`src/rtl/vrfs_pkg.sv`:
```
package vrfs_pkg;
  typedef enum logic [1:0] {
    OVR_PASS = 2'b00,
    OVR_LOW  = 2'b01,
    OVR_HIZ  = 2'b10
  } ovr_e;
endpackage

```
`src/rtl/vrfs_compare.sv`:
```
module vrfs_compare #(
  parameter int DW          = 12,
  parameter int OV_FIXED_MV = 1273,
  parameter int OV_OFS_MV   = 175,
  parameter int REL_OFS_MV  = 75,
  parameter int OC_LIM_MV   = 1110
) (
  input  logic          samp_valid,
  input  logic [DW-1:0] vsen_mv,
  input  logic [DW-1:0] imon_mv,
  input  logic [DW-1:0] dac_mv,
  input  logic          track_i,
  output logic          ov_hit,
  output logic          rel_hit,
  output logic          uv_hit,
  output logic          oc_hit
);
  localparam int XW = DW + 1;

  logic [XW-1:0] vs_x, dac_x, ov_thr, rel_thr;

  assign vs_x    = {1'b0, vsen_mv};
  assign dac_x   = {1'b0, dac_mv};
  assign ov_thr  = track_i ? (dac_x + XW'(OV_OFS_MV)) : XW'(OV_FIXED_MV);
  assign rel_thr = dac_x + XW'(REL_OFS_MV);

  assign ov_hit  = samp_valid && (vs_x > ov_thr);
  assign rel_hit = samp_valid && (vs_x < rel_thr);
  assign uv_hit  = samp_valid && (vsen_mv < (dac_mv >> 1));
  assign oc_hit  = samp_valid && ({1'b0, imon_mv} > XW'(OC_LIM_MV));
endmodule

```
`src/rtl/vrfs_ovp.sv`:
```
module vrfs_ovp (
  input  logic clk,
  input  logic rst_n,
  input  logic por_ok,
  input  logic enabled,
  input  logic ov_hit,
  input  logic rel_hit,
  output logic latch_d,
  output logic crow_d
);
  logic latch_q, crow_q;

  always_comb begin
    if (!por_ok)       latch_d = 1'b0;
    else if (ov_hit)   latch_d = 1'b1;
    else if (!enabled) latch_d = 1'b0;
    else               latch_d = latch_q;

    if (!latch_d)      crow_d = 1'b0;
    else if (ov_hit)   crow_d = 1'b1;
    else if (rel_hit)  crow_d = 1'b0;
    else               crow_d = crow_q;
  end

  always_ff @(posedge clk or negedge rst_n) begin
    if (!rst_n) begin
      latch_q <= 1'b0;
      crow_q  <= 1'b0;
    end else begin
      latch_q <= latch_d;
      crow_q  <= crow_d;
    end
  end

  AST_LATCH_HOLDS: assert property (@(posedge clk) disable iff (!rst_n)
    (por_ok && enabled && latch_q) |-> latch_d);
endmodule

```
`src/rtl/vrfs_pg_timer.sv`:
```
module vrfs_pg_timer #(
  parameter int PG_DELAY = 16
) (
  input  logic clk,
  input  logic rst_n,
  input  logic qual_i,
  output logic pg_o
);
  localparam int CW = $clog2(PG_DELAY + 1);
  localparam logic [CW-1:0] LAST = CW'(PG_DELAY);

  logic [CW-1:0] cnt_q;

  always_ff @(posedge clk or negedge rst_n) begin
    if (!rst_n)              cnt_q <= '0;
    else if (!qual_i)        cnt_q <= '0;
    else if (cnt_q != LAST)  cnt_q <= cnt_q + 1'b1;
  end

  assign pg_o = qual_i && (cnt_q == LAST);

  AST_PG_FROM_QUAL: assert property (@(posedge clk) disable iff (!rst_n)
    $rose(pg_o) |-> $past(qual_i));
endmodule

```
`src/rtl/vr_fault_supervisor.sv`:
```
module vr_fault_supervisor
  import vrfs_pkg::*;
#(
  parameter int DW          = 12,
  parameter int NPH         = 4,
  parameter int PG_DELAY    = 16,
  parameter int OV_FIXED_MV = 1273,
  parameter int OV_OFS_MV   = 175,
  parameter int REL_OFS_MV  = 75,
  parameter int OC_LIM_MV   = 1110
) (
  input  logic             clk,
  input  logic             rst_n,
  input  logic             por_ok,
  input  logic             en_a,
  input  logic             en_b,
  input  logic             vid_valid,
  input  logic             vid_off,
  input  logic             ss_done,
  input  logic [DW-1:0]    dac_mv,
  input  logic             samp_valid,
  output logic             samp_ready,
  input  logic [DW-1:0]    vsen_mv,
  input  logic [DW-1:0]    imon_mv,
  output logic             pgood,
  output logic [2*NPH-1:0] pwm_ovr,
  output logic             ov_latched,
  output logic             oc_latched
);
  logic enabled, powered_on;
  logic ov_hit, rel_hit, uv_hit, oc_hit;
  logic track_q, track_d;
  logic oc_q, oc_d;
  logic uv_q, uv_eff;
  logic ovl_d, crow_d, qual;
  ovr_e mode;

  assign enabled    = en_a && en_b;
  assign powered_on = por_ok && enabled;
  assign samp_ready = 1'b1;

  vrfs_compare #(
    .DW(DW), .OV_FIXED_MV(OV_FIXED_MV), .OV_OFS_MV(OV_OFS_MV),
    .REL_OFS_MV(REL_OFS_MV), .OC_LIM_MV(OC_LIM_MV)
  ) cmp_i (
    .samp_valid(samp_valid), .vsen_mv(vsen_mv), .imon_mv(imon_mv),
    .dac_mv(dac_mv), .track_i(track_q),
    .ov_hit(ov_hit), .rel_hit(rel_hit), .uv_hit(uv_hit), .oc_hit(oc_hit)
  );

  vrfs_ovp ovp_i (
    .clk(clk), .rst_n(rst_n), .por_ok(por_ok), .enabled(enabled),
    .ov_hit(ov_hit), .rel_hit(rel_hit), .latch_d(ovl_d), .crow_d(crow_d)
  );

  always_comb begin
    if (!powered_on)                 track_d = 1'b0;
    else if (vid_valid && ss_done)   track_d = 1'b1;
    else                             track_d = track_q;

    if (!powered_on)   oc_d = 1'b0;
    else if (oc_hit)   oc_d = 1'b1;
    else               oc_d = oc_q;
  end

  assign uv_eff = samp_valid ? uv_hit : uv_q;

  always_ff @(posedge clk or negedge rst_n) begin
    if (!rst_n) begin
      track_q <= 1'b0;
      oc_q    <= 1'b0;
      uv_q    <= 1'b0;
    end else begin
      track_q <= track_d;
      oc_q    <= oc_d;
      uv_q    <= uv_eff;
    end
  end

  assign qual = powered_on && ss_done && !vid_off && !uv_eff && !ovl_d && !oc_d;

  vrfs_pg_timer #(.PG_DELAY(PG_DELAY)) pg_i (
    .clk(clk), .rst_n(rst_n), .qual_i(qual), .pg_o(pgood)
  );

  always_comb begin
    if (!por_ok)                   mode = OVR_HIZ;
    else if (ovl_d)                mode = crow_d ? OVR_LOW : OVR_HIZ;
    else if (oc_d)                 mode = OVR_HIZ;
    else if (!enabled || vid_off)  mode = OVR_HIZ;
    else                           mode = OVR_PASS;
  end

  for (genvar p = 0; p < NPH; p++) begin : g_phase
    assign pwm_ovr[2*p +: 2] = mode;

    AST_LEGAL_CODE: assert property (@(posedge clk) disable iff (!rst_n)
      pwm_ovr[2*p +: 2] != 2'b11);
    AST_CROWBAR_NOW: assert property (@(posedge clk) disable iff (!rst_n)
      ov_hit |-> (pwm_ovr[2*p +: 2] == 2'b01));
    AST_RELEASE_FLOAT: assert property (@(posedge clk) disable iff (!rst_n)
      (ov_latched && rel_hit && !ov_hit) |-> (pwm_ovr[2*p +: 2] == 2'b10));
  end

  assign ov_latched = ovl_d;
  assign oc_latched = oc_d;

  AST_PG_FAULT_LOW: assert property (@(posedge clk) disable iff (!rst_n)
    (ov_latched || oc_latched) |-> !pgood);
  AST_PG_UV_LOW: assert property (@(posedge clk) disable iff (!rst_n)
    uv_hit |-> !pgood);
  AST_PG_NEEDS_RUN: assert property (@(posedge clk) disable iff (!rst_n)
    (!por_ok || !en_a || !en_b || vid_off || !ss_done) |-> !pgood);
endmodule

```
`config.mk`:
```
export PLATFORM = sky130hd
export DESIGN_NAME = vr_fault_supervisor
export DESIGN_NICKNAME = d
export VERILOG_FILES = /design/src/rtl/vrfs_pkg.sv /design/src/rtl/vrfs_compare.sv /design/src/rtl/vrfs_ovp.sv /design/src/rtl/vrfs_pg_timer.sv /design/src/rtl/vr_fault_supervisor.sv
export SDC_FILE = /design/constraint.sdc
export NUM_CORES = 1
export LEC_CHECK = 0
export BUFFER_PORTS_ARGS = -buffer_cell sky130_fd_sc_hd__buf_2
export CAP_MARGIN = 25
export CORE_MARGIN = 5
export CORE_UTILIZATION = 40
export CTS_CLUSTER_DIAMETER = 30
export DETAILED_ROUTE_END_ITERATION = 16
export PLACE_DENSITY = 0.68
export SYNTH_ARGS = -nofsm -noshare
export SYNTH_HDL_FRONTEND = slang
export SYNTH_SLANG_ARGS = --single-unit
export TNS_END_PERCENT = 1
```
`constraint.sdc`:
```
create_clock -name clk -period 3.35 [get_ports clk]
set_input_delay 0.335 -clock clk [delete_from_list [all_inputs] [get_ports clk]]
set_output_delay 0.335 -clock clk [all_outputs]
set_load 0.05 [all_outputs]
```
======== After elaboration in Yosys (flattened, before gate mapping) ========
Cells that the tools add are included.
Widths: inputs -> output; s select.
word-level totals
  output and inout bits ................... 12
  register bits ........................... 10
  logic and storage cells ................. 55
cells by class
  eq/ne operators ......................... 4
  reduce and logical (&&, ||, !) cells .... 19
  add/sub/neg operators ................... 3
  $lt $le $gt $ge ......................... 4
  multiplexer cells ....................... 19
operators with widths
  cell                   number
  $add 12x7->13 const B  1
  $add 12x8->13 const B  1
  $gt 12x13->1           1
  $logic_and 1x1->1      13
  $lt 12x13->1           1
  $mux 13                1
  $gt 12x11->1 const B   1
  $lt 12x11->1           1
  $mux 1                 11
  $mux 2                 5
  $mux 5                 2
  $add 5x1->5 const B    1
  $eq 5x5->1 const B     1
  $logic_not 1->1        5
  $ne 5x5->1 const B     1
  $ne 2x1->1 const B     1
  $ne 2x2->1 const B     1
  $logic_or 1x1->1       1

======== Logic depth before layout (Yosys ltp) ========
Gate-level depths: netlist (run 1).
  depth after elaboration ................. 10
  depth in mapped cells ................... 15
  depth with buffers taken out ............ 13

======== Hierarchy ========
A second synthesis (run 1) with hierarchy kept.
second synthesis, totals
  cell total of the unflattened synthesis .. 222
  area total of the unflattened synthesis .. 1845.5 um2
by module, submodules not included
  module               area each (um2)  cells an instance  instances
  vrfs_compare         1258.7           165                1
  vrfs_pg_timer        294.0            28                 1
  vr_fault_supervisor  214.0            23                 1
  vrfs_ovp             78.8             6                  1

======== Worst setup path before layout (run 1) ========
Ideal clock, no wire load.
  kind .................................... in2out
  start ................................... input dac_mv[0]
  end ..................................... output pwm_ovr[3]
  data required time ...................... 3.015 ns
  path slack .............................. -1.120 ns
  data arrival time ....................... 4.135 ns
  stages on the path ...................... 14
  cell sequence ........................... inv_1 > ha_1 > a21oi_2 > o22ai_2 > or3_1 > and3_1 > ha_1 > a21o_1 > a21oi_1 > a211o_1 > a31o_1 > nor2_1 > o31ai_1 > buf_4
on the way
  cells in the longest elaborated chain, start to end .. 10
  elaborated cells on any way between the ends .. 15
RTL lines
  item                RTL line                   source
  start: declaration  vr_fault_supervisor.sv:20  input logic [DW-1:0] dac_mv,
  $add 12x8->13       vrfs_compare.sv:24         assign ov_thr = track_i ? (dac_x + XW'(OV_OFS_MV)) : XW'(OV_FIXED_MV);
  $mux 13             vrfs_compare.sv:24
  $gt 12x13->1        vrfs_compare.sv:27         assign ov_hit = samp_valid && (vs_x > ov_thr);
  $logic_and 1x1->1   vrfs_compare.sv:27
  $mux 1              vrfs_ovp.sv:15             else if (ov_hit) latch_d = 1'b1;
  $mux 1              vrfs_ovp.sv:14             if (!por_ok) latch_d = 1'b0;
  $mux 1              vrfs_ovp.sv:19             if (!latch_d) crow_d = 1'b0;
  $mux 2              vr_fault_supervisor.sv:88  else if (ovl_d) mode = crow_d ? OVR_LOW : OVR_HIZ;
  $mux 2 (*)          vr_fault_supervisor.sv:88
  $mux 2 (*)          vr_fault_supervisor.sv:87  if (!por_ok) mode = OVR_HIZ;
  end: declaration    vr_fault_supervisor.sv:26  output logic [2*NPH-1:0] pwm_ovr,
Mark *: on every way between the ends. The rest lies on a longest branch, timed or not.

======== Final worst setup path (run 1) ========
  start ................................... input dac_mv[0]
  end ..................................... output pwm_ovr[0]
Same word-level chain as after synthesis.

==> reports/results.txt, run 1 <==
Status: finished, final reports clean
Pwr/cell area: 219 mW/mm2
# rows: 24
Synth Net Count: 304
Drt drc: 0
Worst setup SP type: primary input
Reg2reg start: track_q
Clock Latency Late Sink: 0.24 ns
CP cell instances: buf_6 -> inv_4 -> ha_4 -> a21oi_4 -> o22ai_2 -> or3_1 -> and3_4 -> ha_4 -> buf_6 -> nand3_4 -> nor4_2 -> a211o_1 -> a31o_1 -> nor3b_4 -> or2_4 -> buf_8
CP peak stage delay: 0.38 ns
Pre-CTS WS: -0.180 ns
Gpl congestion: 0.782
Min Tclk post-route: 3.35 ns
Layout area overhead: 41.3%
Die Width: 77.1 um
CTS H-tree depth: 1
Critical path endpoint: pwm_ovr[0]
Clk sinks: 10
Max Fanout on Critical Path: 4
Reg2reg end: pg_i.cnt_q[2]
Final WS setup: 0.00141 ns
Post-Syn Area: 0.00180 mm2
EDFF count, synth: 0
Clock Skews: 0.00842 ns
Initial antenna violation count: 0
R2r worst-path depth: 10
Leakage: 1.19 nW
Layout Utilization: 58.4%
CTS tree: built
Actual slew at the worst max-slew pin: 0.508 ns
Worst path bufs/invs: 4
DR iter-0 viols: 59
Register area share after synthesis: 13.9%
Vias per cell: 5.38
First drt pass iteration count: 4
Tightest Hold Check Type: primary input to flop
Buffers on Ports: 55
Tot Pwr: 0.557 mW
Largest net degree at the start of global routing: 15
Max clock buf depth: 2
Die Area: 0.00594 mm2
Slew HR: 66.2%
Antenna-violating nets left: 0
Routed WL: 5.01 mm
Worst Hold Slack: 0.346 ns
CTS clock-pin slew for the worst setup and hold paths: 0.05 ns
Hold depth: 3
FFs w/ async S/R, synth: 100%
Share of cells above drive strength 1: 39.2%
Distinct cells, synth: 54
Synthesis Warnings: 0
Die height: 77.1 um
Worst EP required: 3.01 ns
Fin area: 0.00254 mm2
Worst Path Arrival: 3.01 ns
CORE AREA: 0.00435 mm2
# Max-Cap Violations: 0
CP max stage cell: or3_1
Slew Viols, Final: 0
Worst vdd ir: 140 uV
Syn Inst Count: 223
Stages on worst setup path: 16
Fmax: 299 MHz
Family with the most delay on the worst path: simple AND/OR/NAND/NOR gates
Initial Util: 41.4%
Primary FF master, synth: dfrtp_1
GR Util All Layers: 16.7%
Top Ports: 57
Dpl hpwl: 4.06 mm
First-pass GRT wire length: 8.36 mm
Routed wire length per instance: 14.5 um
Ratio of final minimum period to clock period: 100%
Avg Cell Area, Syn: 8.07 um2
Via Count: 1,857
Gr ovfl total: 0
RSZ-0062 raised after global routing: true
DP Area: 0.00225 mm2
Crit. End Element: output port
Flop-to-flop setup slack: 0.72 ns
Vias in the first global route: 1,971
Final Hold Viols: 0
Synth Register Bits: 10
Final setup vio count: 0
Fin nets: 375
Clock Tree Root: clkbuf_8
Inserted Diodes: 0
Critical path startpoint: dac_mv[0]
Crit path kind: primary input to output port
CTS Buf Count: 3
worst min-delay path: cells and delay by family:
family                 cells  cell delay (ns)
AO/OA/AOI/OAI              1             0.06
AND/OR/NAND/NOR            1             0.08
buffers and inverters      1             0.08
cells in the final DEF, fill, tap and decap left out, types with 7 or more instances in the layout:
cell,synthesis,routed
xnor2_1,17,16
buf_2,2,42
nor3_1,7,7
nand3_1,10,9
a21oi_1,9,8
o21ai_0,8,8
buf_4,7,23
inv_1,16,14
ha_1,36,32
dfrtp_1,10,10
nor2_1,13,12
nand2_1,16,11
metal layers:
metal,up-vias,GRT usage (%),wire (um)
li1,946,-,-
met1,846,19.1,2090
met2,57,30.6,2520
met3,8,3.63,321
met4,0,4.98,75
met5,-,0,0
state kept, by name, indices dropped and copies added (netlist names):
register	flops
pg_i.cnt_q	5
oc_q	1
ovp_i.crow_q	1
ovp_i.latch_q	1
track_q	1
uv_q	1
synth_stat cells (2+ instances only):
library cell   n  area, um2
buf_2          2       10.0
or3_1          3       18.8
and2_1         3       18.8
nor2b_1        2       12.5
buf_4          7       52.6
ha_1          36        450
o21ai_1        4       20.0
nor2_2         2       12.5
a211o_1        2       17.5
o21ai_0        8       40.0
o21bai_1       2       15.0
and3_1         4       25.0
nand4_1        3       18.8
a211oi_1       4       30.0
inv_2          2       7.51
xor2_1         3       26.3
inv_1         16       60.1
nor2_1        13       48.8
or2_1          2       12.5
xnor2_1       17        149
a21oi_1        9       45.0
nand2b_1       3       18.8
nand3_1       10       50.1
nor3_1         7       35.0
nand2_1       16       60.1
a21o_1         4       30.0
o211ai_1       3       22.5
dfrtp_1       10        250
worst min path at each step:
stage | start | to | slack, ns
2_1_floorplan | rst_n | oc_q | 0.04
3_3_place_gp | rst_n | track_q | 0.21
3_5_place_dp | rst_n | ovp_i.latch_q | 0.21
4_1_cts | vid_valid | track_q | 0.34
5_1_grt | vid_valid | track_q | 0.40
6_report | vid_valid | track_q | 0.35
cells by family (layout without fill, tap and decap cells):
| logic type | after synthesis | count (layout) | share of synthesized area, % |
|---|---|---|---|
| other cells | 1 | 1 | 0.208 |
| buf+inv | 28 | 98 | 7.44 |
| mux | 1 | 1 | 0.556 |
| flops | 10 | 10 | 13.9 |
| xor+xnor | 20 | 20 | 9.73 |
| fa+ha+maj | 36 | 36 | 25.0 |
| simple gates | 75 | 75 | 22.7 |
| compound gates | 52 | 52 | 20.5 |
metrics by stage:
| step | setup TNS, ns | std cells |
|---|---|---|
| global placement | -0.132 | 339 |
| detailed placement | -1.31 | 339 |
| finish | 0 | 345 |
| CTS | 0 | 344 |
| global route | -1.18 | 345 |
| floorplan | -0.736 | 223 |
where the power goes:
group	total, mW	internal [mW]	switching [mW]
clock	0.151	0.103	0.0474
sequential	0.127	0.125	0.00225
combinational	0.279	0.128	0.150
layout make-up:
cell class | instances | area (um2)
Fill cell | 396 | 1810
Sequential cell | 10 | 250
Inverter | 18 | 72.6
Tap cell | 52 | 65.1
Clock buffer | 4 | 55.1
Multi-Input combinational cell | 185 | 1570
Timing Repair Buffer | 76 | 528
what timing repair did:
item | CTS | global route
resized for setup | 33 | 18
endpoints found under the setup margin | 10 | 10
pin swaps | 13 | 15
endpoints found under the hold margin | 10 | 0
hold buffers | 1 | 0
setup buffers | 0 | 1
Power figures use the tool's default switching activity.
==> inputs of run 2 (changes only) <==
CAP_MARGIN = unset   (was 25)
CELL_PAD_IN_SITES_DETAIL_PLACEMENT = 1   (was unset)
CELL_PAD_IN_SITES_GLOBAL_PLACEMENT = 1   (was unset)
CORE_UTILIZATION = 34   (was 40)
PLACE_DENSITY = unset   (was 0.68)
PLACE_DENSITY_LB_ADDON = 0.1   (was unset)
==> reports/results.txt, run 2 (synthesized netlist as in run 1, its figures left out) <==
Status: finished with violations (was finished, final reports clean)
Violated checks: setup timing
GR Util All Layers: 18.0% (was 16.7%)
Initial Util: 35.0% (was 41.4%)
Die Width: 82.8 um (was 77.1 um)
CORE AREA: 0.00514 mm2 (was 0.00435 mm2)
Routed WL: 5.94 mm (was 5.01 mm)
Die Area: 0.00685 mm2 (was 0.00594 mm2)
Min Tclk post-route: 3.35 ns (about the same)
DP Area: 0.00232 mm2 (was 0.00225 mm2)
Worst setup SP type: primary input (unchanged)
Final setup vio count: 3 (was 0)
Inserted Diodes: 0 (unchanged)
CP peak stage delay: 0.46 ns (was 0.38 ns)
Reg with most FFs: pg_i.cnt_q (unchanged)
Crit. End Element: output port (unchanged)
Max clock buf depth: 2 (unchanged)
CTS Buf Count: 3 (unchanged)
Fin nets: 383 (was 375)
Clock Tree Root: clkbuf_8 (unchanged)
Max Fanout on Critical Path: 4 (unchanged)
Most common cell after layout, fill and taps aside: buf_2 (unchanged)
CP cell instances: buf_8 -> o41a_1 -> o21ai_2 -> nand2_2 -> nand2_2 -> xnor2_1 -> nand2_1 -> ha_4 -> nand3_4 -> a211o_1 -> a31o_1 -> nor3b_4 -> or2_4 -> buf_8 (was buf_6 -> inv_4 -> ha_4 -> a21oi_4 -> o22ai_2 -> or3_1 -> and3_4 -> ha_4 -> buf_6 -> nand3_4 -> nor4_2 -> a211o_1 -> a31o_1 -> nor3b_4 -> or2_4 -> buf_8)
Final Hold Viols: 0 (unchanged)
Clk sinks: 10 (unchanged)
Gr ovfl total: 0 (unchanged)
Clock Skews: 0.000719 ns (was 0.00842 ns)
Worst vdd ir: 147 uV (was 140 uV)
Worst EP required: 3.01 ns (about the same)
Tightest Hold Check Type: primary input to flop (unchanged)
# Max-Cap Violations: 0 (unchanged)
Buffers on Ports: 55 (unchanged)
Worst Hold Slack: 0.342 ns (was 0.346 ns)
# rows: 26 (was 24)
Final WS setup: -0.00404 ns (was 0.00141 ns)
Crit path kind: primary input to output port (unchanged)
Largest net degree at the start of global routing: 15 (unchanged)
Layout area overhead: 44.3% (was 41.3%)
CP max stage cell: o41a_1 (was or3_1)
Slew HR: 65.2% (was 66.2%)
RSZ-0062 raised after global routing: true (unchanged)
First-pass GRT wire length: 9.56 mm (was 8.36 mm)
Layout Utilization: 50.6% (was 58.4%)
DR iter-0 viols: 63 (was 59)
Worst Path Arrival: 3.02 ns (was 3.01 ns)
Antenna-violating nets left: 0 (unchanged)
CTS tree: built (unchanged)
CTS H-tree depth: 1 (unchanged)
Clock Latency Late Sink: 0.24 ns (about the same)
Post-Place Cells: 363 (was 339)
Dpl hpwl: 4.95 mm (was 4.06 mm)
Slew Viols, Final: 0 (unchanged)
Die height: 82.8 um (was 77.1 um)
First drt pass iteration count: 2 (was 4)
Drt drc: 0 (unchanged)
Worst path bufs/invs: 2 (was 4)
Most frequent cells in the layout: buf_2, ha_1, buf_4 (unchanged)
Final Non-Filler Cells: 370 (was 345)
Pwr/cell area: 212 mW/mm2 (was 219 mW/mm2)
Ratio of final minimum period to clock period: 100% (about the same)
CTS clock-pin slew for the worst setup and hold paths: 0.05 ns (about the same)
Largest register FFs: 5 (unchanged)
Vias per cell: 5.05 (was 5.38)
Fmax: 298 MHz (was 299 MHz)
Filler Cell Count: 651 (was 396)
Actual slew at the worst max-slew pin: 0.523 ns (was 0.508 ns)
Via Count: 1,870 (was 1,857)
Vias in the first global route: 2,031 (was 1,971)
Fin area: 0.00260 mm2 (was 0.00254 mm2)
Leakage: 1.22 nW (was 1.19 nW)
Share of cells above drive strength 1: 40.3% (was 39.2%)
Gpl congestion: 0.757 (was 0.782)
Initial antenna violation count: 0 (unchanged)
Routed wire length per instance: 16.1 um (was 14.5 um)
Family with the most delay on the worst path: compound AO/OA/AOI/OAI gates (was simple AND/OR/NAND/NOR gates)
Top Ports: 57 (unchanged)
## run 2: power breakdown
group          total [mW]  switching, mW  leakage [nW]  internal (mW)
clock network       0.128         0.0490        0.0216         0.0789
logic               0.296          0.160          1.06          0.136
registers           0.127        0.00249         0.137          0.125
total               0.551          0.211          1.22          0.340
## run 2: final timing paths
path | start | end | slack (ns) | cells after the start
worst max-delay path | dac_mv[0] | pwm_ovr[4] | -0.004 | 14
worst min-delay path | vid_valid | track_q | 0.34 | 3
worst max register to register | track_q | pg_i.cnt_q[2] | 0.76 | 10
worst min register to register | uv_q | uv_q | 0.54 | 2
max in group asynchronous | rst_n | pg_i.cnt_q[4] | 2.63 | 2
min in group asynchronous | rst_n | uv_q | 0.51 | 2
## run 2: per-stage QoR
step                      TNS [ns]  setup WS (ns)  power [mW]
after floorplan             -0.736         -0.111       0.290
after global placement      -0.671         -0.103       0.387
after detailed placement     -1.08         -0.136       0.393
after CTS                  -0.0507        -0.0140       0.550
after global routing         -1.17         -0.128       0.597
final                     -0.00653       -0.00404       0.551
## run 2: worst min-delay path: stages
cell and delay (ns):
buf_2 0.07, a21oi_1 0.05, nor2_1 0.08
## run 2: area by class of cell
class | count | area (um2) | share of cell area (%)
Clock buffer | 3 | 41.3 | 1.59
Timing Repair Buffer | 84 | 588 | 22.6
Tap cell | 70 | 87.6 | 3.37
Inverter | 18 | 67.6 | 2.60
Sequential cell | 10 | 250 | 9.63
Multi-Input combinational cell | 185 | 1560 | 60.2
## run 2: layer usage
layer,vias up,GRT usage (%),share of wire [%]
li1,953,-,-
met2,26,33.9,52
met1,885,22.3,45
met5,-,0,0
met3,6,2.05,1.7
met4,0,2.61,0.67
## run 2: repair_timing
| action | 4_1_cts | 5_1_grt |
|---|---|---|
| resized for setup | 38 | 8 |
| cloned | 0 | 0 |
| buffers inserted | 3 | 1 |
| pin swaps | 18 | 9 |
| endpoints found under the hold margin | 10 | 0 |
| hold buffers | 1 | 0 |
| endpoints found under the setup margin | 10 | 10 |
